===== src/rtl/wtc_pkg.sv =====
`timescale 1ns/1ps
package wtc_pkg;
    typedef enum logic [1:0] {
        MC_IDLE  = 2'd0,
        MC_WRITE = 2'd1,
        MC_READ  = 2'd2
    } mc_state_t;
endpackage


===== src/rtl/wtc_lines.sv =====
`timescale 1ns/1ps
// Direct-mapped tag/valid/data store with combinational lookup.
module wtc_lines #(
    parameter int ADDR_W = 16,
    parameter int DATA_W = 32,
    parameter int IDX_W  = 4
) (
    input  logic              clk,
    input  logic              rst_n,
    input  logic [ADDR_W-1:0] lk_addr,
    input  logic              upd_en,
    input  logic [DATA_W-1:0] upd_data,
    input  logic              fill_en,
    input  logic [DATA_W-1:0] fill_data,
    output logic              hit,
    output logic [DATA_W-1:0] rd_data
);
    localparam int TAG_W = ADDR_W - IDX_W;
    localparam int LINES = 1 << IDX_W;

    logic [LINES-1:0]  vld_q;
    logic [TAG_W-1:0]  tag_q [LINES];
    logic [DATA_W-1:0] dat_q [LINES];

    logic [IDX_W-1:0] idx;
    logic [TAG_W-1:0] tag;

    assign idx = lk_addr[IDX_W-1:0];
    assign tag = lk_addr[ADDR_W-1:IDX_W];

    always_ff @(posedge clk) begin
        if (!rst_n) begin
            vld_q <= '0;
        end else if (fill_en) begin
            vld_q[idx] <= 1'b1;
        end
    end

    always_ff @(posedge clk) begin
        if (fill_en) begin
            tag_q[idx] <= tag;
            dat_q[idx] <= fill_data;
        end else if (upd_en) begin
            dat_q[idx] <= upd_data;
        end
    end

    assign hit     = vld_q[idx] && (tag_q[idx] == tag);
    assign rd_data = dat_q[idx];

    AST_FILL_ON_MISS: assert property (@(posedge clk) disable iff (!rst_n)
        fill_en |-> !hit);
endmodule


===== src/rtl/wtc_wbuf.sv =====
`timescale 1ns/1ps
// Store queue: FIFO of address/data pairs. DEPTH must be a power of two >= 2.
module wtc_wbuf #(
    parameter int ADDR_W = 16,
    parameter int DATA_W = 32,
    parameter int DEPTH  = 4
) (
    input  logic              clk,
    input  logic              rst_n,
    input  logic              push,
    input  logic [ADDR_W-1:0] push_addr,
    input  logic [DATA_W-1:0] push_data,
    input  logic              pop,
    output logic [ADDR_W-1:0] head_addr,
    output logic [DATA_W-1:0] head_data,
    output logic              empty,
    output logic              full
);
    localparam int PTR_W = $clog2(DEPTH);
    localparam int CNT_W = PTR_W + 1;

    logic [ADDR_W-1:0] a_mem [DEPTH];
    logic [DATA_W-1:0] d_mem [DEPTH];
    logic [PTR_W-1:0]  wr_ptr, rd_ptr;
    logic [CNT_W-1:0]  cnt;

    always_ff @(posedge clk) begin
        if (!rst_n) begin
            wr_ptr <= '0;
            rd_ptr <= '0;
            cnt    <= '0;
        end else begin
            if (push) wr_ptr <= wr_ptr + 1'b1;
            if (pop)  rd_ptr <= rd_ptr + 1'b1;
            unique case ({push, pop})
                2'b10:   cnt <= cnt + 1'b1;
                2'b01:   cnt <= cnt - 1'b1;
                default: cnt <= cnt;
            endcase
        end
    end

    always_ff @(posedge clk) begin
        if (push) begin
            a_mem[wr_ptr] <= push_addr;
            d_mem[wr_ptr] <= push_data;
        end
    end

    assign head_addr = a_mem[rd_ptr];
    assign head_data = d_mem[rd_ptr];
    assign empty     = (cnt == '0);
    assign full      = (cnt == CNT_W'(DEPTH));

    AST_NO_OVERFLOW: assert property (@(posedge clk) disable iff (!rst_n)
        push |-> !full);
    AST_NO_UNDERFLOW: assert property (@(posedge clk) disable iff (!rst_n)
        pop |-> !empty);
endmodule


===== src/rtl/wtc_mem_ctrl.sv =====
`timescale 1ns/1ps
// Memory port arbiter: drains the store queue first, then serves refills.
module wtc_mem_ctrl
    import wtc_pkg::*;
#(
    parameter int ADDR_W = 16,
    parameter int DATA_W = 32
) (
    input  logic              clk,
    input  logic              rst_n,
    input  logic              wb_empty,
    input  logic [ADDR_W-1:0] wb_head_addr,
    input  logic [DATA_W-1:0] wb_head_data,
    input  logic              load_miss,
    input  logic [ADDR_W-1:0] miss_addr,
    input  logic              mem_ack,
    output logic              mem_req,
    output logic              mem_we,
    output logic [ADDR_W-1:0] mem_addr,
    output logic [DATA_W-1:0] mem_wdata,
    output logic              wb_pop,
    output logic              fill_en
);
    mc_state_t state, state_nx;

    always_ff @(posedge clk) begin
        if (!rst_n) state <= MC_IDLE;
        else        state <= state_nx;
    end

    always_comb begin
        state_nx = state;
        unique case (state)
            MC_IDLE: begin
                if (!wb_empty)      state_nx = MC_WRITE;
                else if (load_miss) state_nx = MC_READ;
            end
            MC_WRITE: if (mem_ack) state_nx = MC_IDLE;
            MC_READ:  if (mem_ack) state_nx = MC_IDLE;
            default:  state_nx = MC_IDLE;
        endcase
    end

    always_comb begin
        mem_req   = 1'b0;
        mem_we    = 1'b0;
        mem_addr  = '0;
        mem_wdata = '0;
        wb_pop    = 1'b0;
        fill_en   = 1'b0;
        unique case (state)
            MC_IDLE: ;
            MC_WRITE: begin
                mem_req   = 1'b1;
                mem_we    = 1'b1;
                mem_addr  = wb_head_addr;
                mem_wdata = wb_head_data;
                wb_pop    = mem_ack;
            end
            MC_READ: begin
                mem_req  = 1'b1;
                mem_addr = miss_addr;
                fill_en  = mem_ack;
            end
            default: ;
        endcase
    end

    AST_REQ_HOLD: assert property (@(posedge clk) disable iff (!rst_n)
        (mem_req && !mem_ack) |=> (mem_req && $stable(mem_addr) && $stable(mem_we)));
    AST_READ_AFTER_DRAIN: assert property (@(posedge clk) disable iff (!rst_n)
        (mem_req && !mem_we) |-> wb_empty);
endmodule


===== src/rtl/wtc_cache.sv =====
`timescale 1ns/1ps
module wtc_cache #(
    parameter int ADDR_W   = 16,
    parameter int DATA_W   = 32,
    parameter int IDX_W    = 4,
    parameter int WB_DEPTH = 4
) (
    input  logic              clk,
    input  logic              rst_n,
    input  logic              cpu_req,
    input  logic              cpu_we,
    input  logic [ADDR_W-1:0] cpu_addr,
    input  logic [DATA_W-1:0] cpu_wdata,
    output logic [DATA_W-1:0] cpu_rdata,
    output logic              cpu_stall,
    output logic              mem_req,
    output logic              mem_we,
    output logic [ADDR_W-1:0] mem_addr,
    output logic [DATA_W-1:0] mem_wdata,
    input  logic              mem_ack,
    input  logic [DATA_W-1:0] mem_rdata
);
    logic              hit, load_miss, store_go, upd_en;
    logic              wb_empty, wb_full, wb_pop, fill_en;
    logic [ADDR_W-1:0] wb_head_addr;
    logic [DATA_W-1:0] wb_head_data;

    assign load_miss = cpu_req && !cpu_we && !hit;
    assign store_go  = cpu_req && cpu_we && !wb_full;
    assign upd_en    = store_go && hit;
    assign cpu_stall = load_miss || (cpu_req && cpu_we && wb_full);

    wtc_lines #(.ADDR_W(ADDR_W), .DATA_W(DATA_W), .IDX_W(IDX_W)) u_lines (
        .clk       (clk),
        .rst_n     (rst_n),
        .lk_addr   (cpu_addr),
        .upd_en    (upd_en),
        .upd_data  (cpu_wdata),
        .fill_en   (fill_en),
        .fill_data (mem_rdata),
        .hit       (hit),
        .rd_data   (cpu_rdata)
    );

    wtc_wbuf #(.ADDR_W(ADDR_W), .DATA_W(DATA_W), .DEPTH(WB_DEPTH)) u_wbuf (
        .clk       (clk),
        .rst_n     (rst_n),
        .push      (store_go),
        .push_addr (cpu_addr),
        .push_data (cpu_wdata),
        .pop       (wb_pop),
        .head_addr (wb_head_addr),
        .head_data (wb_head_data),
        .empty     (wb_empty),
        .full      (wb_full)
    );

    wtc_mem_ctrl #(.ADDR_W(ADDR_W), .DATA_W(DATA_W)) u_ctrl (
        .clk          (clk),
        .rst_n        (rst_n),
        .wb_empty     (wb_empty),
        .wb_head_addr (wb_head_addr),
        .wb_head_data (wb_head_data),
        .load_miss    (load_miss),
        .miss_addr    (cpu_addr),
        .mem_ack      (mem_ack),
        .mem_req      (mem_req),
        .mem_we       (mem_we),
        .mem_addr     (mem_addr),
        .mem_wdata    (mem_wdata),
        .wb_pop       (wb_pop),
        .fill_en      (fill_en)
    );

    AST_FILL_THEN_HIT: assert property (@(posedge clk) disable iff (!rst_n)
        fill_en ##1 (cpu_req && !cpu_we && $stable(cpu_addr)) |-> hit);
endmodule


===== config.mk =====
export PLATFORM = sky130hd
export DESIGN_NAME = wtc_cache
export DESIGN_NICKNAME = d
export VERILOG_FILES = /design/src/rtl/wtc_pkg.sv /design/src/rtl/wtc_lines.sv /design/src/rtl/wtc_wbuf.sv /design/src/rtl/wtc_mem_ctrl.sv /design/src/rtl/wtc_cache.sv
export SDC_FILE = /design/constraint.sdc
export NUM_CORES = 1
export LEC_CHECK = 0
export CAP_MARGIN = 0
export CORE_MARGIN = 3
export CORE_UTILIZATION = 57
export CTS_CLUSTER_DIAMETER = 40
export DETAILED_ROUTE_END_ITERATION = 16
export DONT_BUFFER_PORTS = 1
export PLACE_DENSITY_LB_ADDON = 0.05
export SYNTH_ARGS = -nofsm -noshare
export SYNTH_HDL_FRONTEND = slang
export SYNTH_SLANG_ARGS = --single-unit

===== constraint.sdc =====
create_clock -name clk -period 7 [get_ports clk]
set_clock_uncertainty 0.2 [all_clocks]
set_input_delay 0.7 -clock clk [delete_from_list [all_inputs] [get_ports clk]]
set_output_delay 0.7 -clock clk [all_outputs]
set_load 0.02 [all_outputs]

[Yosys cells after proc, flatten, opt, wreduce, memory -nomap -nowiden]
Memory sizes are Yosys's and may differ from the RTL's. A register that Yosys moved wholly into a read port is not among the register bits.
Index checks and enable logic that the tools add are counted.
Storage, ports and cells
  output and inout port bits: 83
  register bits: 25
  logic and storage cells: 69
  bits in latches: 0
  ROM bits: 0
  memory bits (writable): 896
  memories kept: 4
Memories
  u_lines.dat_q: depth 16, bits a word 32, rd ports 1, clocked after Yosys merged registers in 0, wr ports 1, RTL line wtc_lines.sv:23  | logic [DATA_W-1:0] dat_q [LINES];
  u_lines.tag_q: depth 16, bits a word 12, rd ports 1, clocked after Yosys merged registers in 0, wr ports 1, RTL line wtc_lines.sv:22  | logic [TAG_W-1:0] tag_q [LINES];
  u_wbuf.d_mem: depth 4, bits a word 32, rd ports 1, clocked after Yosys merged registers in 1, wr ports 1, RTL line wtc_wbuf.sv:23  | logic [DATA_W-1:0] d_mem [DEPTH];
  u_wbuf.a_mem: depth 4, bits a word 16, rd ports 1, clocked after Yosys merged registers in 1, wr ports 1, RTL line wtc_wbuf.sv:22  | logic [ADDR_W-1:0] a_mem [DEPTH];
Operators by class
  bitwise gates (word level): 2
  multiply operators: 0
  equal/unequal tests: 8
  shift operators: 0
  div/mod/pow operators: 0
  reduce and logical (&&, ||, !) cells: 17
  $lt $le $gt $ge: 2
  add/subtract/negate cells: 4
  muxes and demuxes: 27
Operators by type and width (number)
  $mux W32: 2
  $pmux W16 S2: 1
  $or A16 B16 Y16: 1
  $mux W2: 7
  $mux W1: 13
  $eq A12 B12 Y1: 1
  $logic_and A1 B1 Y1: 8
  $pmux W3 S2: 1
  $lt A4 B5 Y1 const B: 1
  $add A2 B1 Y2 const B: 2
  $bmux W1 S4: 1
  $demux W1 S4: 1
  $eq A2 B1 Y1 const B: 2
  $eq A2 B2 Y1 const B: 2
  $ge A4 B1 Y1 const B: 1
  $pmux W2 S2: 1
  $add A3 B1 Y3 const B: 1
  $eq A3 B3 Y1 const B: 1
  $logic_not A1 Y1: 3
  $logic_not A3 Y1: 1
  $ne A3 B3 Y1 const B: 1
  $sub A3 B1 Y3 const B: 1
  $logic_not A2 Y1: 1
  $ne A2 B1 Y1 const B: 1
  other kinds (5): 5

[Longest topological paths before layout]
Gate-level depths: netlist (run 1).
  depth after elaboration: 8
  gate-level depth with buffers: 12

[By module]
A second synthesis (run 1) with hierarchy kept.
Unflattened totals
  cells, all modules: 1568
  area, all modules: 35881.9 sq um
By module, submodules not included
  wtc_lines: times used 1, sequential area each 21460.6 sq um, area an instance 27851.7 sq um, cells an instance 1174
  wtc_wbuf: times used 1, sequential area each 5945.7 sq um, area an instance 7368.3 sq um, cells an instance 296
  wtc_mem_ctrl: times used 1, sequential area each 40.0 sq um, area an instance 620.6 sq um, cells an instance 90
  wtc_cache: times used 1, sequential area each 0.0 sq um, area an instance 41.3 sq um, cells an instance 8

[Worst setup path after synthesis (run 1)]
No wires, ideal clock.
  path type: input-to-reg
  start point: input cpu_addr[0]
  end point: memory u_lines.dat_q[0][0], enable pin
  stages: 8
  setup slack: 0.267 ns
  path buffers: 1
  data arrival time: 6.020 ns
  setup time: 0.513 ns
  path through: buf_2 > mux4_2 > a221oi_1 > o21ai_0 > o31a_1 > nor4_4 > a21oi_2 > nor4b_1
On the way
  cells in the longest elaborated chain, start to end: 8
  elaborated cells on any way between the ends: 10
RTL lines
  from (decl): RTL line wtc_cache.sv:12  | input logic [ADDR_W-1:0] cpu_addr,
  $mem_v2 Z16 W12 or $bmux W1 S4 (tied branches)
  $eq A12 B12 Y1 or $mux W1 (tied branches): RTL line wtc_lines.sv:48  | assign hit = vld_q[idx] && (tag_q[idx] == tag);
  $logic_and A1 B1 Y1: RTL line wtc_lines.sv:48
  $logic_and A1 B1 Y1: RTL line wtc_cache.sv:30  | assign upd_en = store_go && hit;
  $mux W1: RTL line wtc_lines.sv:43  | end else if (upd_en) begin
  $mux W1: RTL line wtc_lines.sv:40  | if (fill_en) begin
  $mux W1 (not written as such): RTL line wtc_lines.sv:44  | dat_q[idx] <= upd_data;
  $or A1 B1 Y1 (no source line)
  to (decl): RTL line wtc_lines.sv:23
Several ways; a longest one is shown, not always the timed one. The select of a mux whose other input is x is not followed.

[Worst setup path after layout (run 1)]
  start point: memory u_lines.tag_q[2][0] in the netlist's numbering
  end point: output cpu_stall
On the way
  cells in the longest elaborated chain, start to end: 6
RTL lines
  from (decl): RTL line wtc_lines.sv:22
  $mem_v2 Z16 W12
  $eq A12 B12 Y1: RTL line wtc_lines.sv:48
  $logic_and A1 B1 Y1: RTL line wtc_lines.sv:48
  $logic_not A1 Y1: RTL line wtc_cache.sv:28  | assign load_miss = cpu_req && !cpu_we && !hit;
  $logic_and A1 B1 Y1: RTL line wtc_cache.sv:28
  $logic_or A1 B1 Y1: RTL line wtc_cache.sv:31  | assign cpu_stall = load_miss || (cpu_req && cpu_we && wb_full);
  to (decl): RTL line wtc_cache.sv:15  | output logic cpu_stall,
Every way passes these cells.

==> results.cfg, run 1 <==
[worst_setup_path]
crit_chain = mux4_2 -> mux2i_1 -> o21ai_1 -> a2111oi_0 -> o221ai_1 -> nor4_4 -> nor3b_1 -> a41o_1
critPathTopFamily = compound AO/OA/AOI/OAI gates
r2r_start = u_lines.tag_q[2][0]$_DFFE_PP_
reg2reg_slack_ns = 2.60
slowest_delay_ns = 0.61
worst_ep_arrival_time_ns = 3.60
crit_type = reg -> out
cp_max_fo = 3
crit_path_end_kind = primary output
path_buf_inv = 0
worst_ep_required_time_ns = 6.10
critPathLaunch = u_lines.tag_q[2][0]$_DFFE_PP_
cp_slowest_cell = a2111oi_0
critPathLaunchType = flop

[clock_tree]
clk_pin_slew_ns = 0.05
clock_path_buffers = 3
cts-root-buf = clkbuf_16
clkLatencyLatePin_ns = 0.67
numCtsBuffers = 117
h-tree-depth = 3
clock-sinks = 923
cts_setup_buffers = 0
cts_tree = built

[finish]
syn_to_final_growth_pct = 15.7
seq_area_sq_mm = 0.0275
drive_above_1_share = 0.312
finish.utilization = 0.671
num-fill-cells = 4023
fin_cells = 2643
multi_input_area_sq_mm = 0.00832
nNetsFinal = 1796

[run_status]
outcome = finished clean

[global_route]
grt_overflow_total = 0
grt_pass1_vias = 17400
grt_max_degree = 203
antenna_found_initial = 15
grt_usage = 0.254
grt_first_pass_wirelength_um = 120000

[detailed_routing]
via_count = 16700
avgRoutedWirePerCell_um = 31.0
drt_first_pass_iters = 5
drc = 0
routed_wl_um = 82000
viasPerCell = 6.30
drt_iter0_markers = 1408
ant_nets = 0

[floorplan]
die_y_um = 257
rows = 91
start_util = 0.580
ios = 168
die_area_sq_mm = 0.0663
core_region_area_sq_mm = 0.0622
dieWidth_um = 257

[synthesis]
syn_inst = 1580
synth-seq-cells = 923
yosysUniqueCellTypes = 53
yosysSeqAreaShare = 0.762
synthArstFlopShare = 0
yosysTopAreaCellShare = 0.747
yosysTopAreaCell = edfxtp_1
synth.area.top_cells = edfxtp_1 75%, mux4_2 16%, dfxtp_1 1.5%
synth-edff-count = 896
syn_nets = 1674
avgSynthCellArea_sq_um = 22.8
netlist_area_sq_mm = 0.0360
yosys_warnings = 0
synth_flop_cell = edfxtp_1

[placed_design]
dp.cells = 2371
io_buffers = 0
dp_hpwl_um = 42800
routabilityCongestion = 0.752
post-place-ws_ns = 2.06

[pwr]
vdd_ir_drop_max_mv = 0.299
power_per_cell_area_mw_per_mm2 = 314
cellLeakagePower_nw = 13.3

[timing]
finalSetupTns_ns = 0
max_freq_ghz = 0.222
finalCritPeriodShare = 0.643
worst_pin_slew_ns = 1.09
min_period_ns = 4.50
finalSetupViolations = 0
worst_slack_ns = 2.50
maxSlewViolCount = 0
hold_violations = 0
slew_headroom = 0.272
rsz0062_at_grt = no

[run]
cap_violations = 0

[min_path]
hold_class = in -> reg
worstHoldStart = rst_n
==> flip-flops by register name, indices dropped and copies added (netlist names), named ones only <==
name and flops:
u_ctrl.state 2, u_lines.dat_q 512, u_lines.tag_q 192, u_lines.vld_q 16
u_wbuf.a_mem 64, u_wbuf.cnt 3, u_wbuf.d_mem 128, u_wbuf.rd_ptr 2
u_wbuf.wr_ptr 2
==> layout make-up <==
cell class / instances / area share
clock buffer: 139 / 0.0755
tap: 837 / 0.0251
antenna: 3 / 0.000180
inverter: 13 / 0.00123
timing repair buffer: 84 / 0.0181
multi-input combinational: 563 / 0.200
sequential: 923 / 0.659
clock inverter: 81 / 0.0217
==> cells in the mapped netlist (2+ instances only) <==
master     instances
edfxtp_1         896
mux4_2           254
and2_1            45
clkbuf_1          43
mux2i_1           33
mux2_4            30
dfxtp_1           27
nor2b_1           23
nor2_1            22
buf_1             21
a22oi_1           20
nand2_1           19
o21a_1            16
xnor2_1           13
inv_1             11
buf_2              9
nor3_1             9
ha_1               8
nor4_1             7
a31oi_1            5
buf_6              5
xor2_1             5
mux2_2             4
nand3_1            4
nor3b_1            4
nor4b_1            4
o21ai_0            4
a221oi_1           3
buf_4              3
o2111ai_1          3
a211oi_1           2
a21o_1             2
a21oi_1            2
inv_2              2
nand2b_1           2
o31a_1             2
or3_1              2
==> per-layer routing <==
metal / track usage / part of all wire / up-vias
met3: 0.0526 / 0.067 / 141
met1: 0.353 / 0.41 / 8922
met4: 0.0852 / 0.029 / 16
met5: 0 / 0.0014 / -
met2: 0.410 / 0.50 / 615
li1: - / - / 6960
==> placed cells by master, fill, tap and decap left out, types with 20 or more instances in the layout <==
cell,Yosys,layout
dlygate4sd3_1,0,49
dfxtp_1,27,25
a22oi_1,20,20
nor2b_1,23,23
mux2_4,30,30
mux4_2,254,254
and2_1,45,41
mux2i_1,33,33
edfxtp_1,896,896
clkbuf_16,0,122
buf_4,3,35
==> report_power, final <==
group          switching (W)  internal, W  total [W]
registers          0.0000381      0.00614    0.00618
logic               0.000483     0.000348   0.000830
clock network        0.00234      0.00373    0.00607
==> per-stage QoR <==
stage / instance area, sq um / total power (W) / hold slack [ns]
2_1_floorplan: 36000 / 0.00694 / 0.235
3_3_place_gp: 37100 / 0.00706 / 0.242
3_5_place_dp: 37100 / 0.00708 / 0.250
4_1_cts: 41700 / 0.0132 / 0.0737
5_1_grt: 41700 / 0.0135 / 0.110
6_report: 41700 / 0.0131 / 0.112
==> logic make-up (layout without fill, tap and decap cells) <==
| family | count (synthesis) | after routing | synth area share |
|---|---|---|---|
| AOI/OAI and AO/OA | 70 | 70 | 0.0145 |
| xor gates and xnor gates | 18 | 18 | 0.00437 |
| adders and majority gates | 9 | 9 | 0.00333 |
| buffers and inverters | 94 | 317 | 0.0115 |
| DFF | 923 | 923 | 0.762 |
| muxes | 321 | 321 | 0.182 |
| other | 0 | 3 | 0 |
| and+or+nand+nor | 145 | 145 | 0.0231 |
==> final timing paths <==
path | to | depth (start not counted)
setup / recovery | cpu_stall | 8
hold / removal | u_ctrl.state[1]$_SDFFE_PN0P_ | 3
setup reg to reg | u_lines.dat_q[11][24]$_DFFE_PP_ | 9
hold reg to reg | u_lines.vld_q[14]$_SDFFE_PN0P_ | 1
==> worst min-delay path, cell delays in order <==
cell and delay [ns]:
nand2_1 0.04, nor2_1 0.07, a2bb2o_1 0.13
==> what timing repair did <==
item | 4_1_cts | 5_1_grt
endpoints found under the hold margin | 410 | 0
resized for setup | 0 | 0
hold buffers | 49 | 0
(Power assumes the default switching activity.)
==> run 2: changes to the inputs <==
- clock period: 7 -> 3.85 ns (I/O delays scaled with it)
==> run 2 against run 1 <==
Critical path type is now reg -> reg. Via count up 1.1%. Die area unchanged. Global-route usage about the same. Sequential cell count unchanged.
==> results.cfg, run 2 (synthesized netlist as in run 1, its figures left out) <==
[run_status]
outcome = finished clean

[min_path]
hold_class = in -> reg
worstHoldStart = cpu_we

[worst_setup_path]
worst_ep_required_time_ns = 3.99
worst_ep_arrival_time_ns = 3.93
critPathTopFamily = compound AO/OA/AOI/OAI gates
crit_path_end_kind = flop
crit_type = reg -> reg
r2r_start = u_lines.tag_q[15][7]$_DFFE_PP_
crit_chain = mux4_2 -> a221oi_2 -> o21ai_1 -> o31a_1 -> nor4_4 -> buf_6 -> buf_4 -> a21oi_4 -> buf_4 -> nor3b_4 -> buf_4 -> buf_12
critPathLaunch = u_lines.tag_q[15][7]$_DFFE_PP_
critPathLaunchType = flop
slowest_delay_ns = 0.52
cp_common_cell = buf_4
cp_max_fo = 16
path_buf_inv = 5
cp_slowest_cell = mux4_2

[placed_design]
post-place-ws_ns = 0.0289
dp_hpwl_um = 44300
routabilityCongestion = 0.743
io_buffers = 0

[pwr]
vdd_ir_drop_max_mv = 0.477
power_per_cell_area_mw_per_mm2 = 549
cellLeakagePower_nw = 13.6

[detailed_routing]
drc = 0
drt_first_pass_iters = 5
drt_iter0_markers = 1366
via_count = 16800
ant_nets = 0
avgRoutedWirePerCell_um = 30.6
routed_wl_um = 82300
viasPerCell = 6.26

[global_route]
antenna_found_initial = 4
grt_pass1_vias = 17800
grt_first_pass_wirelength_um = 121000
grt_overflow_total = 0
grt_max_degree = 203
grt_usage = 0.254

[finish]
drive_above_1_share = 0.312
finish.utilization = 0.683
regMostFlops = u_lines.dat_q
num-fill-cells = 3909
multi_input_area_sq_mm = 0.00850
seq_area_sq_mm = 0.0275
largest_reg_flops = 512
mostFrequentLayoutCell = edfxtp_1
syn_to_final_growth_pct = 17.9
largestRegisters = u_lines.dat_q (512), u_lines.tag_q (192), u_wbuf.d_mem (128)
layout.cells.most_common_list = 896 x edfxtp_1, 254 x mux4_2, 120 x clkbuf_16
nNetsFinal = 1848

[timing]
finalSetupTns_ns = 0
min_period_ns = 3.79
hold_violations = 0
maxSlewViolCount = 0
slew_headroom = 0.250
finalCritPeriodShare = 0.985
worst_pin_slew_ns = 1.12
finalSetupViolations = 0
worst_slack_ns = 0.0563
max_freq_ghz = 0.264

[floorplan]
die_area_sq_mm = 0.0663
die_y_um = 257
ios = 168
start_util = 0.580
core_region_area_sq_mm = 0.0622
dieWidth_um = 257
rows = 91

[clock_tree]
clk_pin_slew_ns = 0.06
clkLatencyLatePin_ns = 0.66
numCtsBuffers = 113
cts_tree = built
clock-sinks = 923
h-tree-depth = 3
cts-root-buf = clkbuf_16
clock_path_buffers = 3

[run]
cap_violations = 0
-- run 2: cell count changes in the layout (fill, tap and decap cells not counted), moves of 7 or more --
cell           before  now
nor4_4              1    8
nor2_2              8    0
nor2_1             14   22
dlygate4sd3_1      49   84
buf_4              35   28
buf_12              0   25
nor4_2              7    0
-- run 2: final cells by class --
class,count,area share
clock inverter,83,0.0187
tap,837,0.0247
clock buffer,129,0.0714
antenna,3,0.000177
multi-input combinational,563,0.200
timing repair buffer,140,0.0376
sequential,923,0.646
inverter,13,0.00121
-- run 2: through the flow --
stage                     total power (W)  instance area [sq um]  hold WS [ns]  std cells
after global routing               0.0241                  42500        0.0260       2690
after CTS                          0.0235                  42400        0.0255       2684
final                              0.0233                  42500        0.0622       2691
after detailed placement           0.0129                  37700         0.254       2388
after global placement             0.0129                  37700         0.240       2388
after floorplan                    0.0127                  36300         0.235       1580
-- run 2: worst reg2reg max path, stage by stage, from the launching register on --
cell and delay (ns):
edfxtp_1 0.38, mux4_2 0.52, a221oi_2 0.30, o21ai_1 0.13, o31a_1 0.37, nor4_4 0.30, buf_6 0.18, buf_4 0.15
a21oi_4 0.13, buf_4 0.25, nor3b_4 0.22, buf_4 0.16, buf_12 0.18
-- run 2: path summary, 6_finish.rpt --
check	depth (start not counted)	endpoint	slack, ns
hold / removal	5	u_wbuf.wr_ptr[1]$_SDFFE_PN0P_	0.06
hold reg to reg	1	u_lines.vld_q[8]$_SDFFE_PN0P_	0.27
setup reg to reg	12	u_lines.dat_q[13][19]$_DFFE_PP_	0.06
setup / recovery	12	u_lines.dat_q[13][19]$_DFFE_PP_	0.06
-- run 2: layer usage --
layer | wire length, um | global-route usage | vias to the layer above
met2 | 43300 | 0.429 | 569
met5 | 13 | 0 | -
met3 | 4680 | 0.0410 | 127
met1 | 32300 | 0.345 | 9079
met4 | 2000 | 0.0794 | 2
li1 | - | - | 7061
-- run 2: power by group --
part / total [W] / switching [W] / internal (W)
Combinational: 0.00164 / 0.000946 / 0.000692
Sequential: 0.0112 / 0.0000789 / 0.0112
Clock: 0.0104 / 0.00418 / 0.00627
Total: 0.0233 / 0.00520 / 0.0181
-- run 2: what timing repair did --
item / in CTS / in global routing
endpoints found under the setup margin: 1 / 16
pin swaps: 2 / 1
setup buffers: 1 / 2
resized for setup: 12 / 1
hold buffers: 84 / 0
hold endpoints to repair: 1099 / 0
gates cloned: 0 / 2
==> run 3: changes to the inputs <==
- CORE_ASPECT_RATIO: not set -> 0.5
- CTS_CLUSTER_DIAMETER: 40 -> 120
- REMOVE_ABC_BUFFERS: not set -> 1
==> run 3 against run 2 <==
Clock power fell by 27%. Via count fell by 1.7%. Worst hold slack improved by 0.037 ns. Setup slack improved by 0.10 ns. Critical path depth fell by 3. Wire length fell by 5.1%. Count of clock-buffer cells in the layout fell by 19. Register-to-register slack improved by 0.19 ns. Largest cell class unchanged. Cell area fell by 3.8%. Total power fell by 13%. Sequential cell count did not move.
==> results.cfg, run 3 (synthesized netlist as in run 1, its figures left out) <==
[min_path]
hold_class = in -> reg
worstHoldStart = cpu_addr[3]

[global_route]
grt_usage = 0.241
grt_max_degree = 203
grt_overflow_total = 0
use_met3 = 0.0436
grt_first_pass_wirelength_um = 116000
grt.met1_usage = 0.353
antenna_found_initial = 1
met2_usage = 0.389
grt-busiest-layer = met2
grt_pass1_vias = 17500

[timing]
max_freq_ghz = 0.271
finalCritPeriodShare = 0.958
min_period_ns = 3.69
finalSetupViolations = 0
slew_headroom = 0.341
worst_pin_slew_ns = 0.985
maxSlewViolCount = 0
fin_hold_ws_ns = 0.0993
hold_violations = 0

[worst_setup_path]
critPathLaunch = u_lines.tag_q[11][8]$_DFFE_PP_
crit_type = reg -> out
critPathLaunchType = flop
r2r_start = u_lines.tag_q[11][8]$_DFFE_PP_
worst_ep_required_time_ns = 3.26
worst_ep_arrival_time_ns = 3.11
reg2reg_slack_ns = 0.25
cp_max_fo = 3
crit_path_end_kind = primary output

[detailed_routing]
routed_wl_um = 78100
ant_nets = 0
viasPerCell = 6.35
drt_first_pass_iters = 5
avgRoutedWirePerCell_um = 30.0
via_count = 16600
drc = 0
drt_iter0_markers = 1901

[finish]
regMostFlops = u_lines.dat_q
mostFrequentLayoutCell = edfxtp_1
num-fill-cells = 3940
largestRegisters = u_lines.dat_q (512), u_lines.tag_q (192), u_wbuf.d_mem (128)
largest_reg_flops = 512
nNetsFinal = 1812
fin_cells = 2607
drive_above_1_share = 0.273
syn_to_final_growth_pct = 13.4
layout.cells.most_common_list = 896 x edfxtp_1, 254 x mux4_2, 84 x dlygate4sd3_1

[floorplan]
ios = 168
dieWidth_um = 362
die_y_um = 184
core_region_area_sq_mm = 0.0618
rows = 64
die_area_sq_mm = 0.0665
start_util = 0.583

[run]
cap_violations = 0

[clock_tree]
cts-root-buf = clkbuf_16
numCtsBuffers = 78
clock_path_buffers = 3
clock-sinks = 923
cts_tree = built
h-tree-depth = 3
clk_pin_slew_ns = 0.07
clkLatencyLatePin_ns = 0.62

[pwr]
cellLeakagePower_nw = 12.8
power_per_cell_area_mw_per_mm2 = 499
power_w = 0.0204
vdd_ir_drop_max_mv = 0.308

[placed_design]
dp_hpwl_um = 41300
routabilityCongestion = 0.756
dp.cells = 2378
io_buffers = 0

[run_status]
outcome = finished clean
[run 3: final cells by class]
| type | count | area [sq um] | share of cell area |
|---|---|---|---|
| clock buffers | 110 | 2180 | 0.0533 |
| multi-input cells | 563 | 8370 | 0.205 |
| well taps | 825 | 1030 | 0.0253 |
| clock inverters | 33 | 259 | 0.00634 |
| repair buffers | 139 | 1530 | 0.0374 |
| diodes | 1 | 2.50 | 0.0000612 |
| inverters | 13 | 50.0 | 0.00122 |
| flip-flops and latches | 923 | 27500 | 0.672 |
[run 3: metal layers]
metal  vias up  share of wire
met5         -              0
met4         0          0.018
met3        88          0.065
met2       603           0.50
met1      8925           0.42
li1       6937              -
[run 3: critical path, stage by stage (launching register included)]
cell	delay, ns
edfxtp_1	0.37
mux4_2	0.47
mux2i_1	0.15
mux2_2	0.35
a31oi_1	0.18
o221ai_2	0.16
nor4_4	0.29
buf_4	0.18
nor3b_2	0.05
a41o_1	0.28
[run 3: worst paths after layout]
check                                        end  depth (start not counted)
setup / recovery                       cpu_stall                          9
hold / removal     u_lines.tag_q[1][1]$_DFFE_PP_                          2
hold reg to reg    u_lines.vld_q[9]$_SDFFE_PN0P_                          1
setup reg to reg  u_lines.dat_q[0][29]$_DFFE_PP_                         11
[run 3: per-stage QoR]
step                area (sq um)  worst slack [ns]   util  TNS [ns]
floorplan                  35700             -2.92      -  -1223.34
global placement           37500            -0.261  0.607   -167.94
global route               40900          -0.00180  0.661  -0.00180
CTS                        40800           0.00955  0.660         0
finish                     40900             0.160  0.661         0
detailed placement         37500            -0.158  0.607    -57.39
[run 3: repair_timing]
action / 4_1_cts / 5_1_grt
resized for setup: 3 / 8
endpoints found under the hold margin: 1010 / 0
setup endpoints to repair: 1 / 202
setup buffers: 1 / 0
hold buffers: 84 / 0
gates cloned: 0 / 0
pin swaps: 2 / 2
[run 3: report_power, final]
group,switching (W),total [W],internal [W]
logic,0.000899,0.00158,0.000681
clock network,0.00341,0.00759,0.00417
registers,0.0000742,0.0112,0.0111
